File: src/rtl/sgd_pkg.sv
// Shared constants, the walker state type and the descriptor word map.
// Assumes 32-bit descriptor words and byte addressing.
package sgd_pkg;
    localparam int WORD_W     = 32;
    localparam int NAPP       = 6;
    localparam int DESC_WORDS = 4 + NAPP;
    localparam int IDX_NEXT   = 0;
    localparam int IDX_BUF    = 1;
    localparam int IDX_CTRL   = 2;
    localparam int IDX_STAT   = 3;
    localparam int IDX_APP0   = 4;
    localparam int EOF_BIT    = 26;
    localparam int SOF_BIT    = 27;
    localparam int CMPL_BIT   = 31;
    localparam logic [7:0] STAT_OFS = 8'h1C;

    typedef enum logic [2:0] {
        ST_IDLE, ST_FETCH, ST_CHECK, ST_STREAM, ST_WRBACK
    } walk_state_e;

    // Byte offset of fetch slot idx inside a descriptor.
    function automatic logic [7:0] desc_word_offset(input logic [3:0] idx);
        case (idx)
            4'd0:    desc_word_offset = 8'h00;
            4'd1:    desc_word_offset = 8'h08;
            4'd2:    desc_word_offset = 8'h18;
            4'd3:    desc_word_offset = STAT_OFS;
            default: desc_word_offset = 8'h20 + {2'b00, idx - 4'd4, 2'b00};
        endcase
    endfunction
endpackage

File: src/rtl/sgd_desc_capture.sv
// Captures fetched descriptor words into fields and holds the packet sideband.
// Assumes one captured word per cycle, indexed by its fetch slot.
module sgd_desc_capture
    import sgd_pkg::*;
#(
    parameter int AW   = 32,
    parameter int LENW = 23
) (
    input  logic                   clk,
    input  logic                   rst_n,
    input  logic                   cap_en,
    input  logic [3:0]             cap_idx,
    input  logic [WORD_W-1:0]      cap_data,
    input  logic                   latch_app,
    output logic [AW-1:0]          next_ptr,
    output logic [AW-1:0]          buf_ptr,
    output logic [LENW-1:0]        len,
    output logic                   eof,
    output logic                   sof,
    output logic                   cmpl,
    output logic [NAPP*WORD_W-1:0] pkt_app
);
    logic [NAPP*WORD_W-1:0] app_live;

    // Store the pointer, control and status words of the fetched descriptor.
    always_ff @(posedge clk) begin
        if (!rst_n) begin
            next_ptr <= '0;
            buf_ptr  <= '0;
            len      <= '0;
            eof      <= 1'b0;
            sof      <= 1'b0;
            cmpl     <= 1'b0;
        end else if (cap_en) begin
            case (cap_idx)
                4'(IDX_NEXT): next_ptr <= AW'(cap_data);
                4'(IDX_BUF):  buf_ptr  <= AW'(cap_data);
                4'(IDX_CTRL): begin
                    len <= cap_data[LENW-1:0];
                    eof <= cap_data[EOF_BIT];
                    sof <= cap_data[SOF_BIT];
                end
                4'(IDX_STAT): cmpl <= cap_data[CMPL_BIT];
                default: ;
            endcase
        end
    end

    for (genvar g = 0; g < NAPP; g++) begin : g_app
        // Fetched sideband word g; copied into the packet latch on a start flag.
        always_ff @(posedge clk) begin
            if (!rst_n) begin
                app_live[g*WORD_W +: WORD_W] <= '0;
                pkt_app[g*WORD_W +: WORD_W]  <= '0;
            end else begin
                if (cap_en && cap_idx == 4'(IDX_APP0 + g))
                    app_live[g*WORD_W +: WORD_W] <= cap_data;
                if (latch_app)
                    pkt_app[g*WORD_W +: WORD_W] <= app_live[g*WORD_W +: WORD_W];
            end
        end
    end
endmodule

File: src/rtl/sgd_pkt_len.sv
// Tracks the running byte count of the open packet and flags when the limit is exceeded.
// Assumes commit is raised only for a descriptor that was not flagged.
module sgd_pkt_len #(
    parameter int LENW          = 23,
    parameter int MAX_PKT_BYTES = 16384
) (
    input  logic            clk,
    input  logic            rst_n,
    input  logic            commit,
    input  logic            sof,
    input  logic [LENW-1:0] len,
    output logic            over
);
    localparam int POSW = LENW + 2;

    logic [POSW-1:0] pos;
    logic [POSW-1:0] sum;

    // Sum of the base and the new length, compared with the limit.
    always_comb begin
        sum  = (sof ? '0 : pos) + POSW'(len);
        over = sum > POSW'(MAX_PKT_BYTES);
    end

    // Keep the accepted byte count.
    always_ff @(posedge clk) begin
        if (!rst_n)      pos <= '0;
        else if (commit) pos <= sum;
    end
endmodule

File: src/rtl/sgd_beat_reg.sv
// Single output register for stream beats with valid/ready handshake.
// Assumes load arrives only when the slot is empty or emptying this cycle.
module sgd_beat_reg #(
    parameter int DW = 32
) (
    input  logic          clk,
    input  logic          rst_n,
    input  logic          load,
    input  logic [DW-1:0] load_data,
    input  logic          load_last,
    input  logic          ready,
    output logic          valid,
    output logic [DW-1:0] data,
    output logic          last
);
    // Hold a beat until the sink accepts it.
    always_ff @(posedge clk) begin
        if (!rst_n) begin
            valid <= 1'b0;
            data  <= '0;
            last  <= 1'b0;
        end else if (load) begin
            valid <= 1'b1;
            data  <= load_data;
            last  <= load_last;
        end else if (valid && ready) begin
            valid <= 1'b0;
        end
    end
endmodule

File: src/rtl/sg_mm2s_walker.sv
// Walks a descriptor chain and sends each buffer out as stream beats. Writes
// status back and reports pointer updates and stops. Assumes memory read
// data arrives exactly one cycle after mem_rd_o and that buffers are word aligned.
module sg_mm2s_walker
    import sgd_pkg::*;
#(
    parameter int AW            = 32,
    parameter int LENW          = 23,
    parameter int MAX_PKT_BYTES = 16384
) (
    input  logic                   clk,
    input  logic                   rst_n,
    input  logic                   kick_i,
    input  logic                   run_i,
    input  logic                   idle_i,
    input  logic [AW-1:0]          cur_ptr_i,
    input  logic [AW-1:0]          tail_ptr_i,
    output logic                   mem_rd_o,
    output logic                   mem_wr_o,
    output logic [AW-1:0]          mem_addr_o,
    output logic [WORD_W-1:0]      mem_wdata_o,
    input  logic [WORD_W-1:0]      mem_rdata_i,
    output logic [WORD_W-1:0]      st_data_o,
    output logic                   st_valid_o,
    input  logic                   st_ready_i,
    output logic                   st_last_o,
    output logic [NAPP*WORD_W-1:0] st_app_o,
    output logic [AW-1:0]          cur_ptr_o,
    output logic                   cur_upd_o,
    output logic                   idle_set_o,
    output logic                   done_o,
    output logic                   pkt_err_o
);
    localparam int BW = LENW - 1;

    walk_state_e      state;
    logic [AW-1:0]    cur;
    logic [3:0]       fidx, pidx;
    logic             f_pend, s_pend, s_last_pend;
    logic [BW-1:0]    bidx, beats, beats_calc;
    logic [LENW:0]    len_rnd;
    logic             f_issue, s_issue, stream_done, commit, pkt_over;
    logic [AW-1:0]    d_next, d_buf;
    logic [LENW-1:0]  d_len;
    logic             d_eof, d_sof, d_cmpl;

    sgd_desc_capture #(.AW(AW), .LENW(LENW)) cap_i (
        .clk(clk), .rst_n(rst_n), .cap_en(f_pend), .cap_idx(pidx),
        .cap_data(mem_rdata_i), .latch_app(commit && d_sof),
        .next_ptr(d_next), .buf_ptr(d_buf), .len(d_len), .eof(d_eof),
        .sof(d_sof), .cmpl(d_cmpl), .pkt_app(st_app_o)
    );

    sgd_pkt_len #(.LENW(LENW), .MAX_PKT_BYTES(MAX_PKT_BYTES)) plen_i (
        .clk(clk), .rst_n(rst_n), .commit(commit), .sof(d_sof),
        .len(d_len), .over(pkt_over)
    );

    sgd_beat_reg #(.DW(WORD_W)) beat_i (
        .clk(clk), .rst_n(rst_n), .load(s_pend), .load_data(mem_rdata_i),
        .load_last(s_last_pend), .ready(st_ready_i), .valid(st_valid_o),
        .data(st_data_o), .last(st_last_o)
    );

    // Issue conditions for descriptor and buffer reads, and the beat count.
    always_comb begin
        f_issue     = (state == ST_FETCH) && (fidx < 4'(DESC_WORDS));
        s_issue     = (state == ST_STREAM) && !s_pend && (bidx != beats) &&
                      (!st_valid_o || st_ready_i);
        stream_done = (state == ST_STREAM) && !s_pend && (bidx == beats) &&
                      (!st_valid_o || st_ready_i);
        commit      = (state == ST_CHECK) && !d_cmpl && !pkt_over;
        len_rnd     = {1'b0, d_len} + (LENW+1)'(3);
        beats_calc  = len_rnd[LENW:2];
    end

    // Memory port address, strobes and writeback word.
    always_comb begin
        mem_rd_o    = f_issue || s_issue;
        mem_wr_o    = (state == ST_WRBACK);
        mem_wdata_o = {1'b1, {(WORD_W-1-LENW){1'b0}}, d_len};
        if (f_issue)
            mem_addr_o = cur + {{(AW-8){1'b0}}, desc_word_offset(fidx)};
        else if (s_issue)
            mem_addr_o = d_buf + {{(AW-BW-2){1'b0}}, bidx, 2'b00};
        else if (state == ST_WRBACK)
            mem_addr_o = cur + {{(AW-8){1'b0}}, STAT_OFS};
        else
            mem_addr_o = '0;
    end

    // Walk sequencing, read tracking and registered event pulses.
    always_ff @(posedge clk) begin
        if (!rst_n) begin
            state       <= ST_IDLE;
            cur         <= '0;
            fidx        <= '0;
            pidx        <= '0;
            f_pend      <= 1'b0;
            s_pend      <= 1'b0;
            s_last_pend <= 1'b0;
            bidx        <= '0;
            beats       <= '0;
            cur_ptr_o   <= '0;
            cur_upd_o   <= 1'b0;
            idle_set_o  <= 1'b0;
            done_o      <= 1'b0;
            pkt_err_o   <= 1'b0;
        end else begin
            cur_upd_o  <= 1'b0;
            idle_set_o <= 1'b0;
            done_o     <= 1'b0;
            pkt_err_o  <= 1'b0;
            f_pend     <= f_issue;
            pidx       <= fidx;
            s_pend     <= s_issue;
            if (f_issue) fidx <= fidx + 4'd1;
            if (s_issue) begin
                bidx        <= bidx + 1'b1;
                s_last_pend <= d_eof && (bidx == beats - 1'b1);
            end
            case (state)
                ST_IDLE: begin
                    if (kick_i && run_i && !idle_i) begin
                        cur   <= cur_ptr_i;
                        fidx  <= '0;
                        state <= ST_FETCH;
                    end
                end
                ST_FETCH: begin
                    if (f_pend && pidx == 4'(DESC_WORDS-1)) state <= ST_CHECK;
                end
                ST_CHECK: begin
                    if (d_cmpl) begin
                        idle_set_o <= 1'b1;
                        state      <= ST_IDLE;
                    end else if (pkt_over) begin
                        pkt_err_o  <= 1'b1;
                        idle_set_o <= 1'b1;
                        state      <= ST_IDLE;
                    end else begin
                        beats <= beats_calc;
                        bidx  <= '0;
                        state <= (beats_calc == '0) ? ST_WRBACK : ST_STREAM;
                    end
                end
                ST_STREAM: begin
                    if (stream_done) state <= ST_WRBACK;
                end
                ST_WRBACK: begin
                    cur_upd_o <= 1'b1;
                    cur_ptr_o <= d_next;
                    done_o    <= d_eof;
                    if (cur == tail_ptr_i) begin
                        idle_set_o <= 1'b1;
                        state      <= ST_IDLE;
                    end else begin
                        cur   <= d_next;
                        fidx  <= '0;
                        state <= ST_FETCH;
                    end
                end
                default: state <= ST_IDLE;
            endcase
        end
    end
endmodule

File: config.mk
export PLATFORM = sky130hd
export DESIGN_NAME = sg_mm2s_walker
export DESIGN_NICKNAME = d
export VERILOG_FILES = /design/src/rtl/sgd_pkg.sv /design/src/rtl/sgd_desc_capture.sv /design/src/rtl/sgd_pkt_len.sv /design/src/rtl/sgd_beat_reg.sv /design/src/rtl/sg_mm2s_walker.sv
export SDC_FILE = /design/constraint.sdc
export NUM_CORES = 2
export LEC_CHECK = 0
export ABC_AREA = 1
export BUFFER_PORTS_ARGS = -buffer_cell sky130_fd_sc_hd__buf_2
export CAP_MARGIN = 0
export CORE_AREA = 2 2 230 232
export CTS_BUF_LIST = sky130_fd_sc_hd__clkbuf_16
export CTS_CLUSTER_DIAMETER = 150
export CTS_CLUSTER_SIZE = 40
export DETAILED_ROUTE_END_ITERATION = 7
export DIE_AREA = 0 0 232 234
export PLACE_DENSITY = 0.81
export SKIP_LAST_GASP = 1
export SLEW_MARGIN = 15
export SYNTH_ARGS = -nofsm -noshare
export SYNTH_HDL_FRONTEND = slang
export SYNTH_SLANG_ARGS = --single-unit
File: constraint.sdc
create_clock -name clk -period 4.3 [get_ports clk]
set_input_delay 0.215 -clock clk [delete_from_list [all_inputs] [get_ports clk]]
set_output_delay 0.215 -clock clk [all_outputs]
set_load 0.05 [all_outputs]
==> out/qor.csv <==
stage;metric;value;unit
drt;highest-signal-layer;met5;
timing;timing.fmax;247.3;MHz
placed_design;placement.io_buffers;420;
floorplan;initial_core_util;57.36;%
synth;synth.ff_latch_count;659;
pwr;pwr-share-comb;20.3;%
global_route;grt_start_max_net_pins;178;
timing;slew-limit-headroom;9.811;%
cts;clockRootBuffer;sky130_fd_sc_hd__clkbuf_16;
synth;netlist_area;29840;um^2
worst_hold_path;hold_class;in2reg;
timing;clock_skew;0.03002;ns
worst_setup_path;timing.critical_path.arrival;3.83;ns
synth;netlist.top_cell.by_area;sky130_fd_sc_hd__dfxtp_1;
pwr;cell_internal_pwr;8.038;mW
global_route;wire_length_of_the_first_global_routing_pass;144300;um
timing;fin_crit;4.044;ns
pwr;power_switching_share;32.37;%
floorplan;dieArea;54290;um^2
synth;synth_area_leaders;sky130_fd_sc_hd__dfxtp_1, sky130_fd_sc_hd__a21oi_1, sky130_fd_sc_hd__o21ai_0;
floorplan;area_of_the_core;52020;um^2
placed_design;place_hpwl;68020;um
finish;area.growth.synth_to_final;11.18;%
placed_design;gp_congestion;1.016;
worst_setup_path;worstPathBufferInverterCount;4;
drt;route.detailed.wl_per_inst;19.21;um
timing;finalHoldViolations;0;
synth;synth_edf_count;0;
synth;ys_warn_count;0;
cts;clock_tree_from_tritoncts;built;
cts;clkSinkCount;659;
synth;postSynth.topFlopCell;sky130_fd_sc_hd__dfxtp_1;
timing;setup_viol_count_final;0;
drt;met2RoutedLength;41140;um
global_route;overflow;0;
pwr;net_switching;3.847;mW
floorplan;die_height;234;um
finish;post_route_cells_drive_above_1_share;12.63;%
timing;maxSlewViolCount;0;
drt;drt_antenna_net_count;0;
finish;layout.cells.most_common_list;sky130_fd_sc_hd__dfxtp_1, sky130_fd_sc_hd__a21oi_1, sky130_fd_sc_hd__inv_1, sky130_fd_sc_hd__nand2_1, sky130_fd_sc_hd__o21ai_0;
cts;clk_transition_reported_paths;0.14;ns
finish;n_fill_cell;4727;
worst_setup_path;critPathLaunchType;flop;
pwr;cellPowerDensity;358.2;nW/um^2
drt;drt_drc_violations_left;0;
drt;drt_pre_antenna_iters;7;
synth;yosysTopAreaCellShare;44.21;%
drt;viasPerCell;5.609;
timing;timing_worst_slew_pin_value;1.319;ns
pwr;proportion_of_power_drawn_by_flip_flops_and_latches;56.7;%
floorplan;std_cell_rows;84;
cts;cts_made_buffers;20;
pwr;total_leakage_power;14.68;nW
finish;postLayoutCoreUtil;63.77;%
synth;synth.lib_cells_used.distinct;52;
timing;period_utilisation_layout;94.05;%
drt;detailed_route_wire_length_on_metal_1;42120;um
drt;wl_met3;9893;um
outcome;run_status;finished clean;
cts;clkLatencyLatePin;0.61;ns
pwr;power_frac_clock;23.0;%
worst_setup_path;timing.critical_path.slowest_stage_cell;sky130_fd_sc_hd__dfxtp_1;
worst_setup_path;critical_path_cell_by_cell;inv_1 > ha_1 > nand2_1 > nand2_2 > nor2_1 > a21oi_2 > ha_2 > fa_2 > a31oi_2 > nor2_1 > o21ai_0 > buf_4 > nor2_4 > inv_2 > nor2_1 > nand2_1 > xor2_1 > nand2_1 > o211ai_1 > buf_2;
synth;synthCells;4107;
worst_setup_path;data_required_time_at_the_worst_endpoint;4.09;ns
placed_design;post-place-cells;5011;
worst_setup_path;path_max_fanout;6;
global_route;grt_pass1_vias;24761;
worst_setup_path;timing.critical_path.to_type;output pin;
cts;cts_htree_levels;1;
global_route;grt.total_usage;34.16;%
global_route;antenna_found_initial;4;
floorplan;fp.dieW;232;um
worst_setup_path;worstSetupPathType;reg2out;
synth;asyncSetResetFlopFracSynth;0;%
pwr;ir_drop;287.3;uV
drt;detailroute.via_count;28440;
cts;clk_path_buf_depth;3;
finish;layout_commonest_cell;sky130_fd_sc_hd__dfxtp_1;
synth;synth.avg_cell_area;7.266;um^2
run;maxCapViolations;0;
drt;route.final.wire_length;97380;um
worst_setup_path;critPathMaxStageDelay;0.46;ns
worst_setup_path;crit_family;adder cells;
finish;layoutNonFillerInstCount;5070;
synth;synth_seq_area_share;44.21;%
finish;numnets_final;4544;
floorplan;io-pin-count;430;
drt;drt-initial-drc-count;3139;
-- cell families after synthesis --
| kind of cell | count (synthesis) | share of synthesized area, % |
|---|---|---|
| XOR/XNOR | 122 | 3.581 |
| flip-flops | 659 | 44.21 |
| other | 2 | 0.02517 |
| adder cells (fa/ha/maj) | 63 | 2.717 |
| AND/OR/NAND/NOR | 1153 | 16.02 |
| buffers and inverters | 796 | 10.62 |
| AO/OA/AOI/OAI | 1312 | 22.82 |
-- flip-flops by register name, summed over array words and instances, names as in the netlist, 3 cells and up --
signal / flops
fidx: 4
cap_i.buf_ptr: 32
plen_i.pos: 25
state: 3
cap_i.app_live: 192
beats: 22
cap_i.pkt_app: 192
beat_i.data: 32
bidx: 22
cur: 32
cap_i.next_ptr: 32
cur_ptr_o: 32
pidx: 4
cap_i.len: 23
-- timing repair --
item	in CTS	in global routing
gates resized for setup	3	33
pin swaps	0	4
setup endpoints to repair	4	21
endpoints found under the hold margin	33	0
hold buffers	33	0
buffers inserted	0	1
gates cloned	0	0
-- synth_stat cells, types with 15 or more instances --
| library cell | number |
|---|---|
| sky130_fd_sc_hd__nor2_1 | 383 |
| sky130_fd_sc_hd__nand3_1 | 119 |
| sky130_fd_sc_hd__nor3_1 | 51 |
| sky130_fd_sc_hd__clkbuf_1 | 171 |
| sky130_fd_sc_hd__o21ai_0 | 504 |
| sky130_fd_sc_hd__buf_1 | 30 |
| sky130_fd_sc_hd__a31oi_1 | 44 |
| sky130_fd_sc_hd__nor4_1 | 16 |
| sky130_fd_sc_hd__xnor2_1 | 65 |
| sky130_fd_sc_hd__nand2_1 | 518 |
| sky130_fd_sc_hd__nand4_1 | 36 |
| sky130_fd_sc_hd__o211ai_1 | 15 |
| sky130_fd_sc_hd__ha_1 | 60 |
| sky130_fd_sc_hd__inv_1 | 526 |
| sky130_fd_sc_hd__buf_2 | 26 |
| sky130_fd_sc_hd__a21oi_2 | 16 |
| sky130_fd_sc_hd__o21ai_1 | 134 |
| sky130_fd_sc_hd__a21oi_1 | 567 |
| sky130_fd_sc_hd__dfxtp_1 | 659 |
| sky130_fd_sc_hd__buf_4 | 15 |
| sky130_fd_sc_hd__xor2_1 | 57 |
-- worst min-delay path: stages --
cell and delay [ns]:
sky130_fd_sc_hd__buf_2 0.22, sky130_fd_sc_hd__nor2_1 0.14, sky130_fd_sc_hd__nor2_1 0.05
-- through the flow --
| stage | power (mW) | hold slack [ns] | setup TNS, ns | setup WS, ns | cell area [um^2] |
|---|---|---|---|---|---|
| after floorplan | 8.381 | 0.3499 | 0 | 0.6758 | 29870 |
| after global placement | 9.129 | 0.4340 | 0 | 0.6268 | 32190 |
| after detailed placement | 9.144 | 0.4366 | 0 | 0.5157 | 32190 |
| after CTS | 11.79 | 0.05031 | 0 | 0.003469 | 33070 |
| after global routing | 12.32 | 0.05134 | -0.1661 | -0.06687 | 33170 |
| final | 11.88 | 0.06738 | 0 | 0.2560 | 33180 |
-- power groups by stage --
| stage | clock network (mW) | logic, mW | registers [mW] |
|---|---|---|---|
| 6_report | 2.73 | 2.42 | 6.74 |
| 5_1_grt | 2.92 | 2.64 | 6.76 |
| 4_1_cts | 2.74 | 2.33 | 6.72 |
| 3_5_place_dp | 0 | 2.29 | 6.85 |
| 3_3_place_gp | 0 | 2.28 | 6.85 |
| 2_1_floorplan | 0 | 1.71 | 6.67 |
-- routing by layer --
| layer | track usage (%) | vias to the layer above |
|---|---|---|
| met2 | 50.56 | 1294 |
| met5 | 0 | - |
| met4 | 13.08 | 4 |
| li1 | - | 13919 |
| met1 | 49.44 | 13016 |
| met3 | 6.141 | 207 |
-- area by class of cell --
class | count | area (um^2) | share of cell area [%]
Antenna cell | 2 | 5.005 | 0.01508
Clock inverter | 2 | 25.02 | 0.07542
Clock buffer | 21 | 525.5 | 1.584
Inverter | 541 | 2033 | 6.128
Sequential cell | 659 | 13200 | 39.79
Tap cell | 688 | 860.8 | 2.595
Timing Repair Buffer | 498 | 2934 | 8.843
Multi-Input combinational cell | 2659 | 13590 | 40.97
-- path summary, 6_finish.rpt --
kind / endpoint / slack [ns] / from / depth (start not counted)
max: mem_addr_o[28] / 0.26 / fidx[2] / 20
min: cap_i.app_live[62] / 0.07 / mem_rdata_i[30] / 3
max reg2reg: cap_i.pkt_app[71] / 0.37 / cap_i.sof / 20
min reg2reg: cap_i.next_ptr[0] / 0.46 / cap_i.next_ptr[0] / 2
No activity file was read; power rests on OpenSTA's default activity.
